**src/rtl/wdk_pkg.sv**
```systemverilog
package wdk_pkg;
  // Fixed register offsets; software depends on them.
  localparam int unsigned OFF_KEY_FIRST  = 32'h10;
  localparam int unsigned OFF_KEY_SECOND = 32'h14;
  localparam int unsigned OFF_CAUSE      = 32'h18;

  // Key words that must be written to the two clear registers.
  localparam int unsigned KEY_FIRST_VAL  = 32'hA;
  localparam int unsigned KEY_SECOND_VAL = 32'h5;

  // Decoded write request handed from the bus decoder to the key tracker.
  typedef struct packed {
    logic wr_first;   // write to first key offset
    logic wr_second;  // write to second key offset
    logic key_ok;     // written word equals the key of the addressed register
  } key_wr_t;
endpackage

```
**src/rtl/wdk_rst_sync.sv**
```systemverilog
module wdk_rst_sync #(
  parameter int unsigned STAGES = 2
) (
  input  logic clk_i,
  input  logic pin_rst_ni,
  output logic rst_no
);
  logic [STAGES-1:0] sync_q;

  always_ff @(posedge clk_i or negedge pin_rst_ni) begin
    if (!pin_rst_ni) sync_q <= '0;
    else             sync_q <= {sync_q[STAGES-2:0], 1'b1};
  end

  assign rst_no = sync_q[STAGES-1];
endmodule

```
**src/rtl/wdk_bus_dec.sv**
```systemverilog
module wdk_bus_dec
  import wdk_pkg::*;
#(
  parameter int unsigned ADDR_W = 8,
  parameter int unsigned DATA_W = 32
) (
  input  logic              bus_wr_i,
  input  logic              bus_rd_i,
  input  logic [ADDR_W-1:0] bus_addr_i,
  input  logic [DATA_W-1:0] bus_wdata_i,
  input  logic              cause_flag_i,
  output key_wr_t           key_wr_o,
  output logic [DATA_W-1:0] bus_rdata_o
);
  localparam logic [ADDR_W-1:0] A_FIRST  = ADDR_W'(OFF_KEY_FIRST);
  localparam logic [ADDR_W-1:0] A_SECOND = ADDR_W'(OFF_KEY_SECOND);
  localparam logic [ADDR_W-1:0] A_CAUSE  = ADDR_W'(OFF_CAUSE);
  localparam logic [DATA_W-1:0] K_FIRST  = DATA_W'(KEY_FIRST_VAL);
  localparam logic [DATA_W-1:0] K_SECOND = DATA_W'(KEY_SECOND_VAL);

  logic hit_first, hit_second, hit_cause;

  always_comb begin
    hit_first  = (bus_addr_i == A_FIRST);
    hit_second = (bus_addr_i == A_SECOND);
    hit_cause  = (bus_addr_i == A_CAUSE);

    key_wr_o.wr_first  = bus_wr_i && hit_first;
    key_wr_o.wr_second = bus_wr_i && hit_second;
    key_wr_o.key_ok    = (hit_first  && (bus_wdata_i == K_FIRST)) ||
                         (hit_second && (bus_wdata_i == K_SECOND));

    bus_rdata_o = '0;
    if (bus_rd_i && hit_cause) bus_rdata_o[0] = cause_flag_i;
  end

  // only the cause offset can return a non-zero word
  always_comb begin
    if (!(bus_rd_i && hit_cause))
      a_rd_zero_r8: assert (bus_rdata_o == '0);
  end
endmodule

```
**src/rtl/wdk_key_arm.sv**
```systemverilog
module wdk_key_arm
  import wdk_pkg::*;
(
  input  logic    clk_i,
  input  logic    rst_ni,
  input  key_wr_t key_wr_i,
  input  logic    expire_i,
  output logic    kick_o
);
  logic arm_first_q, arm_second_q;
  logic arm_first_d, arm_second_d;
  logic bad_write;

  // next-state
  always_comb begin
    kick_o = key_wr_i.key_ok &&
             ((key_wr_i.wr_first  && arm_second_q) ||
              (key_wr_i.wr_second && arm_first_q));
    bad_write = (key_wr_i.wr_first || key_wr_i.wr_second) && !key_wr_i.key_ok;

    arm_first_d  = arm_first_q;
    arm_second_d = arm_second_q;
    if (expire_i || kick_o || bad_write) begin
      arm_first_d  = 1'b0;
      arm_second_d = 1'b0;
    end else if (key_wr_i.wr_first) begin
      arm_first_d  = 1'b1;
    end else if (key_wr_i.wr_second) begin
      arm_second_d = 1'b1;
    end
  end

  // registers
  always_ff @(posedge clk_i or negedge rst_ni) begin
    if (!rst_ni) begin
      arm_first_q  <= 1'b0;
      arm_second_q <= 1'b0;
    end else begin
      arm_first_q  <= arm_first_d;
      arm_second_q <= arm_second_d;
    end
  end

  // a wrong word drops every key entered so far
  p_bad_key_drops_r4: assert property (@(posedge clk_i) disable iff (!rst_ni)
    ((key_wr_i.wr_first || key_wr_i.wr_second) && !key_wr_i.key_ok)
      |=> (!arm_first_q && !arm_second_q));

  // a restart consumes both keys
  p_kick_disarms_r2: assert property (@(posedge clk_i) disable iff (!rst_ni)
    kick_o |=> (!arm_first_q && !arm_second_q));

  // a timeout drops a half-entered pair
  p_expire_disarms_r9: assert property (@(posedge clk_i) disable iff (!rst_ni)
    expire_i |=> (!arm_first_q && !arm_second_q));
endmodule

```
**src/rtl/wdk_tmo_cnt.sv**
```systemverilog
module wdk_tmo_cnt #(
  parameter int unsigned TIMEOUT = 1024
) (
  input  logic clk_i,
  input  logic rst_ni,
  input  logic kick_i,
  output logic expire_o,
  output logic req_o
);
  localparam int unsigned CNT_W = (TIMEOUT > 2) ? $clog2(TIMEOUT) : 1;
  localparam logic [CNT_W-1:0] LIMIT = CNT_W'(TIMEOUT - 1);

  logic [CNT_W-1:0] cnt_q, cnt_d;
  logic             req_q, req_d;
  logic             cnt_en;

  // next-state
  always_comb begin
    cnt_en   = 1'b1;
    expire_o = (cnt_q == LIMIT) && !kick_i;
    cnt_d    = cnt_q;
    if (kick_i || expire_o) cnt_d = '0;
    else if (cnt_en)        cnt_d = cnt_q + CNT_W'(1);
    req_d = expire_o;
  end

  // registers
  always_ff @(posedge clk_i or negedge rst_ni) begin
    if (!rst_ni) begin
      cnt_q <= '0;
      req_q <= 1'b0;
    end else begin
      cnt_q <= cnt_d;
      req_q <= req_d;
    end
  end

  assign req_o = req_q;

  // the request is a single-cycle pulse
  p_req_single_r5: assert property (@(posedge clk_i) disable iff (!rst_ni)
    req_q |=> !req_q);

  // a restart clears the count
  p_restart_zero_r2: assert property (@(posedge clk_i) disable iff (!rst_ni)
    kick_i |=> (cnt_q == '0));

  // the count never passes the terminal value
  p_cnt_bound_r5: assert property (@(posedge clk_i) disable iff (!rst_ni)
    cnt_q <= LIMIT);

  // a timeout restarts the count by itself
  p_self_restart_r5: assert property (@(posedge clk_i) disable iff (!rst_ni)
    req_q |-> (cnt_q == '0));
endmodule

```
**src/rtl/wdog_dualkey.sv**
```systemverilog
module wdog_dualkey
  import wdk_pkg::*;
#(
  parameter int unsigned ADDR_W      = 8,
  parameter int unsigned DATA_W      = 32,
  parameter int unsigned TIMEOUT     = 1024,
  parameter int unsigned SYNC_STAGES = 2
) (
  input  logic              clk_i,
  input  logic              pin_rst_ni,
  input  logic              bus_wr_i,
  input  logic              bus_rd_i,
  input  logic [ADDR_W-1:0] bus_addr_i,
  input  logic [DATA_W-1:0] bus_wdata_i,
  output logic [DATA_W-1:0] bus_rdata_o,
  output logic              rst_req_o
);
  logic    rst_n;
  key_wr_t key_wr;
  logic    kick, expire;
  logic    cause_q, cause_d;

  wdk_rst_sync #(.STAGES(SYNC_STAGES)) u_rst_sync (
    .clk_i      (clk_i),
    .pin_rst_ni (pin_rst_ni),
    .rst_no     (rst_n)
  );

  wdk_bus_dec #(.ADDR_W(ADDR_W), .DATA_W(DATA_W)) u_bus_dec (
    .bus_wr_i     (bus_wr_i),
    .bus_rd_i     (bus_rd_i),
    .bus_addr_i   (bus_addr_i),
    .bus_wdata_i  (bus_wdata_i),
    .cause_flag_i (cause_q),
    .key_wr_o     (key_wr),
    .bus_rdata_o  (bus_rdata_o)
  );

  wdk_key_arm u_key_arm (
    .clk_i    (clk_i),
    .rst_ni   (rst_n),
    .key_wr_i (key_wr),
    .expire_i (expire),
    .kick_o   (kick)
  );

  wdk_tmo_cnt #(.TIMEOUT(TIMEOUT)) u_tmo_cnt (
    .clk_i    (clk_i),
    .rst_ni   (rst_n),
    .kick_i   (kick),
    .expire_o (expire),
    .req_o    (rst_req_o)
  );

  // cause flag: set by timeout, cleared only through the pin-driven reset
  always_comb cause_d = cause_q | expire;

  always_ff @(posedge clk_i or negedge rst_n) begin
    if (!rst_n) cause_q <= 1'b0;
    else        cause_q <= cause_d;
  end

  // the flag is sticky while the pin reset stays high
  p_cause_sticky_r7: assert property (@(posedge clk_i) disable iff (!rst_n)
    cause_q |=> cause_q);

  // the flag is set no later than the request pulse
  p_req_sets_cause_r6: assert property (@(posedge clk_i) disable iff (!rst_n)
    rst_req_o |-> cause_q);
endmodule

```
**config.mk**
```make
export PLATFORM = sky130hd
export DESIGN_NAME = wdog_dualkey
export DESIGN_NICKNAME = d
export VERILOG_FILES = /design/src/rtl/wdk_pkg.sv /design/src/rtl/wdk_rst_sync.sv /design/src/rtl/wdk_bus_dec.sv /design/src/rtl/wdk_key_arm.sv /design/src/rtl/wdk_tmo_cnt.sv /design/src/rtl/wdog_dualkey.sv
export SDC_FILE = /design/constraint.sdc
export NUM_CORES = 1
export LEC_CHECK = 0
export CORE_MARGIN = 8
export CORE_UTILIZATION = 32
export DETAILED_ROUTE_END_ITERATION = 12
export PLACE_DENSITY = 0.82
export SLEW_MARGIN = 20
export SYNTH_ARGS = -nofsm -noshare
export SYNTH_HDL_FRONTEND = slang
export SYNTH_HIERARCHICAL = 1
export SYNTH_SLANG_ARGS = --single-unit
```
**constraint.sdc**
```tcl
create_clock -name clk_i -period 0.8 [get_ports clk_i]
set_input_delay 0.12 -clock clk_i [delete_from_list [all_inputs] [get_ports clk_i]]
set_output_delay 0.12 -clock clk_i [all_outputs]
set_load 0.02 [all_outputs]
```
Yosys cells after proc, flatten, opt, wreduce, memory -nomap -nowiden
Index checks and enable logic that the tools add are counted.
W data, S select, Z words.
{"block": "totals", "register_bits": 16, "in_bits": 44, "output_inout_bits": 33, "elab_cells": 42}
{"block": "classes", "addsub": 1, "eq_ne": 7, "mux": 7, "n_bitwise": 1, "n_reduce_logical": 20}
{"operator": "$eq A32 B3 Y1 const B", "count": 1}
{"operator": "$eq A32 B4 Y1 const B", "count": 1}
{"operator": "$eq A8 B5 Y1 const B", "count": 3}
{"operator": "$add A10 B1 Y10 const B", "count": 1}
{"operator": "$eq A10 B10 Y1 const B", "count": 1}
{"operator": "$logic_and A1 B1 Y1", "count": 10}
{"operator": "$mux W10", "count": 1}
{"operator": "$mux W1", "count": 6}
{"operator": "$logic_or A1 B1 Y1", "count": 5}
{"operator": "$reduce_bool A2 Y1", "count": 2}
{"operator": "$logic_not A1 Y1", "count": 2}
{"operator": "$ne A2 B2 Y1 const B", "count": 1}
{"operator": "$reduce_and A2 Y1", "count": 1}
{"operator": "$or A1 B1 Y1", "count": 1}

Longest topological paths before layout
{"block": "logic_depth", "ltp_word": 11, "ltp_mapped": 10, "ltp_nobuf": 10}

Hierarchy
The synthesis kept the hierarchy.
{"mod": "wdk_tmo_cnt", "n_inst": 1, "cells_each": 52, "area_each_um2": 518.0, "seq_area_each_um2": 275.3}
{"mod": "wdk_bus_dec", "n_inst": 1, "cells_each": 57, "area_each_um2": 412.9, "seq_area_each_um2": 0.0}
{"mod": "wdk_key_arm", "n_inst": 1, "cells_each": 10, "area_each_um2": 112.6, "seq_area_each_um2": 50.0}
{"mod": "wdk_rst_sync", "n_inst": 1, "cells_each": 3, "area_each_um2": 53.8, "seq_area_each_um2": 50.0}
{"mod": "wdog_dualkey", "n_inst": 1, "cells_each": 2, "area_each_um2": 31.3, "seq_area_each_um2": 25.0}

Least setup slack after synthesis
No wires, ideal clock.
{"block": "synth_path", "path_kind": "in2reg", "from": "input port bus_wdata_i[12]", "to": "register u_key_arm.arm_first_q", "setup_ps": 104, "arrival_ps": 1858, "required_time_ps": 696, "setup_slack_ps": -1162, "path_stages": 9, "n_path_buf": 0, "cell_sequence": "nor4_2 > nand4_1 > a2111oi_2 > nor2b_1 > inv_1 > nand2_1 > nor4_1 > o21bai_1 > a221oi_1"}
{"item": "from (decl)", "line": "wdog_dualkey.sv:14", "text": "input logic [DATA_W-1:0] bus_wdata_i,"}
{"item": "to (signal assigned)", "line": "wdk_key_arm.sv:39", "text": "arm_first_q <= arm_first_d;"}
{"item": "to (decl)", "line": "wdk_key_arm.sv:10", "text": "logic arm_first_q, arm_second_q;"}

==> metrics.md <==
| Metric | Value |
|---|---|
| Status | `finished with violations` |
| Failing checks | `setup timing` |
| Crit start category | `input pin` |
| Slew Limit Fails | `0` |
| Combinational power share | `23.1%` |
| First-pass DRT Iterations | `4` |
| Bufs and invs on worst path | `2` |
| Gr usage total | `about an eighth` |
| Synth top area cells | `dfrtp_1, buf_4, nor4_2, nand3_1, nor2_1` |
| Chip Height | `75.4 um` |
| Synth Flop Type | `dfrtp_1` |
| Die footprint | `5680 sq um` |
| Worst endpoint required time | `1.00 ns` |
| Inst Count DP | `243` |
| Worst slew margin | `about three fifths` |
| Critical path, cell by cell | `buf_8 -> nor4_4 -> nand4_1 -> a2111oi_4 -> nor2b_4 -> inv_2 -> nand2_4 -> nor4_4 -> o21bai_1 -> a221oi_1` |
| Synth warn | `6` |
| Area Growth Syn to Fin | `75.9%` |
| Vias in the first global route | `approximately 1200` |
| PD cells | `approximately 890 nW/um^2` |
| Asr flop ratio synth | `100%` |
| # diodes | `0` |
| Fin nets | `about 260` |
| DRT iter0 DRCs | `26` |
| Switching Power | `between 500 and 600 uW` |
| Row count | `21` |
| First-pass GRT wire length | `roughly 5400 um` |
| Max-Cap Viols | `0` |
| Worst endpoint data arrival time | `roughly 1.8 ns` |
| Mapped cell area | `~1100 sq um` |
| CTS tree | `done` |
| Per-cell routed wire length | `approximately 14 um` |
| Setup TNS | `-9.66 ns` |
| Critical path class | `in -> reg` |
| Die Span X | `75.4 um` |
| Top post-synthesis cells by count | `buf_4, dfrtp_1, nor2_1` |
| CTS max path bufs | `2` |
| Worst-skew pair later-pin latency | `~0.29 ns` |
| Top delay family on crit path | `simple AND/OR/NAND/NOR gates` |
| Tcrit/Tclk final | `198%` |
| Clk_skew | `0.0135 ns` |
| RSZ-0062 raised after global routing | `true` |
| Routability cong. | `around 0.8` |
| Setup slack after layout | `-0.781 ns` |
| Worst slew pin tran | `approximately 0.57 ns` |
| Share of layout cells above drive strength 1 | `46.4%` |
| Register bit count reported by yosys | `16` |
| # H-tree levels | `1` |
| Crit-path max cell delay | `0.37 ns` |
| Max Freq | `632 MHz` |
| Starting Density | `around a third` |
| Worst path slowest cell | `a2111oi_4` |
| Reg area | `approximately 400 sq um` |
| Final setup violation count | `16` |
| Pwr Total | `approximately 1.8 mW` |
| Final Hold Fails | `0` |
| P_int | `roughly 1.3 mW` |
| Port buffer count | `45` |
| Multi-input gate area | `between 700 and 800 sq um` |
| Final Instance Count excl. Fillers | `~260` |
| Cells after Synth | `around 120` |
| Clock Pin Slew Worst Setup and Hold Paths | `about 0.10 ns` |
| Largest net degree at the start of global routing | `15` |
| DRT antenna net count | `0` |
| Leak Pwr | `0.871 nW` |
| Sequential area share after synthesis | `~35%` |
| Number of synthesized flops with an enable pin | `0` |
| Critical-path maximum fanout | `4` |
| Area leader, netlist | `dfrtp_1` |
| Hold/Removal Path Class | `reg -> async` |
| Initial antenna violation count | `0` |
| Remaining global-route overflow | `0` |
| Reg power frac | `between 40% and 50%` |
| Critical path's most frequent cell | `nor4_4` |
| Clock root cell | `clkbuf_4` |
| Via count | `~1100` |
| Via/cell ratio | `4.45` |
| Worst IR Drop VDD | `around 1.2 mV` |
| Post-DP HPWL | `around 2700 um` |
| Cell with the most instances after synthesis | `buf_4` |
| CTS Buf Count | `3` |
| Clk pwr share | `between 30% and 40%` |
| Post-synth top area share | `between 30% and 40%` |
| Total Wirelength | `roughly 3500 um` |
| CORE AREA | `3360 sq um` |
| Mean post-synth cell area | `around 9.1 sq um` |
| Post-route DRC | `0` |
| Min Tclk post-route | `about 1.6 ns` |
| Sink Count | `16` |
| Sw Ratio | `between 20% and 30%` |
| Num ports | `between 70 and 80` |
| Unique cell type count in the Yosys netlist | `37` |
| CP endpoint kind | `flip-flop` |
| # fillers | `~310` |
[metal layers]
| layer | part of all wire [%] | routed length (um) | global-route usage, % |
|---|---|---|---|
| met1 | 36 | 1260 | 12.7 |
| met2 | 57 | 1980 | 23.7 |
| met3 | 6.0 | 208 | 3.82 |
| met4 | 0.66 | 23 | 1.92 |
| met5 | 0 | 0 | 0 |
[power by group through the flow]
stage	Clock (mW)	Combinational [mW]	Sequential, mW
after floorplan	0	0.283	0.847
after global placement	0	0.437	0.837
after detailed placement	0	0.443	0.837
after CTS	0.558	0.409	0.822
after global routing	0.598	0.440	0.824
final	0.540	0.409	0.821
[per-stage QoR]
| step | hold WS [ns] | area, sq um | util [%] | setup slack (ns) |
|---|---|---|---|---|
| floorplan | -0.176 | 1340 | - | -0.878 |
| global placement | 0.170 | 1840 | 54.6 | -1.33 |
| detailed placement | 0.174 | 1840 | 54.6 | -1.35 |
| CTS | 0.173 | 1940 | 57.8 | -0.808 |
| global route | 0.188 | 1990 | 59.0 | -0.901 |
| finish | 0.158 | 1990 | 59.0 | -0.781 |
[path summary, 6_finish.rpt]
check / depth (start not counted) / slack (ns) / end / from
max: 10 / -0.78 / u_key_arm/arm_first_q$_DFFE_PN0P_ / bus_wdata_i[9]
min: 1 / 0.16 / u_key_arm/arm_second_q$_DFFE_PN0P_ / u_rst_sync/sync_q[1]$_DFF_PN0_
max reg2reg: 6 / -0.74 / u_tmo_cnt/cnt_q[9]$_DFF_PN0_ / u_key_arm/arm_second_q$_DFFE_PN0P_
min reg2reg: 1 / 0.16 / u_key_arm/arm_second_q$_DFFE_PN0P_ / u_rst_sync/sync_q[1]$_DFF_PN0_
max in group asynchronous: 2 / 0.15 / u_rst_sync/sync_q[1]$_DFF_PN0_ / pin_rst_ni
min in group clk_i: 0 / 0.36 / u_rst_sync/sync_q[1]$_DFF_PN0_ / u_rst_sync/sync_q[0]$_DFF_PN0_
[final cells by class]
| cell class | count | area share (%) |
|---|---|---|
| well taps | 46 | 2.90 |
| repair buffers | 84 | 34.8 |
| flip-flops and latches | 16 | 20.2 |
| inverters | 4 | 0.756 |
| multi-input cells | 103 | 39.6 |
| clock buffers | 4 | 1.83 |
[sequential cells by signal, summed over array words and instances (netlist names)]
signal,cells
u_tmo_cnt/req_o,1
u_rst_sync/sync_q,2
u_key_arm/arm_second_q,1
u_key_arm/arm_first_q,1
cause_q,1
u_tmo_cnt/cnt_q,10
[cell usage in the layout, fill, tap and decap left out, types with 3 or more instances in the layout]
cell type,n
buf_4,35
conb_1,32
dfrtp_1,16
clkdlybuf4s15_1,10
buf_6,9
clkbuf_2,8
dlygate4sd2_1,8
buf_2,7
nand3_1,6
nor4_4,5
nand2_1,4
nand4_1,4
nor2_2,4
nor2_1,4
clkbuf_4,3
clkdlybuf4s50_1,3
inv_1,3
nor4_2,3
[what timing repair did]
| action | 4_1_cts | 5_1_grt |
|---|---|---|
| resized for setup | 116 | 25 |
| setup buffers | 6 | 4 |
| hold buffers | 1 | 0 |
| setup endpoints to repair | 16 | 16 |
| endpoints found under the hold margin | 2 | 0 |
| pin swaps | 24 | 16 |
[logic make-up (layout without fill, tap and decap cells)]
| group | count (synthesis) | in the layout | share of synthesized area, % |
|---|---|---|---|
| xor gates and xnor gates | 3 | 3 | 2.33 |
| DFF | 16 | 16 | 35.5 |
| AOI/OAI and AO/OA | 16 | 16 | 10.4 |
| adders and majority gates | 1 | 1 | 1.11 |
| and+or+nand+nor | 51 | 51 | 28.0 |
| other | 2 | 32 | 0.665 |
| buffers and inverters | 35 | 92 | 22.0 |
(Power assumes the default switching activity.)
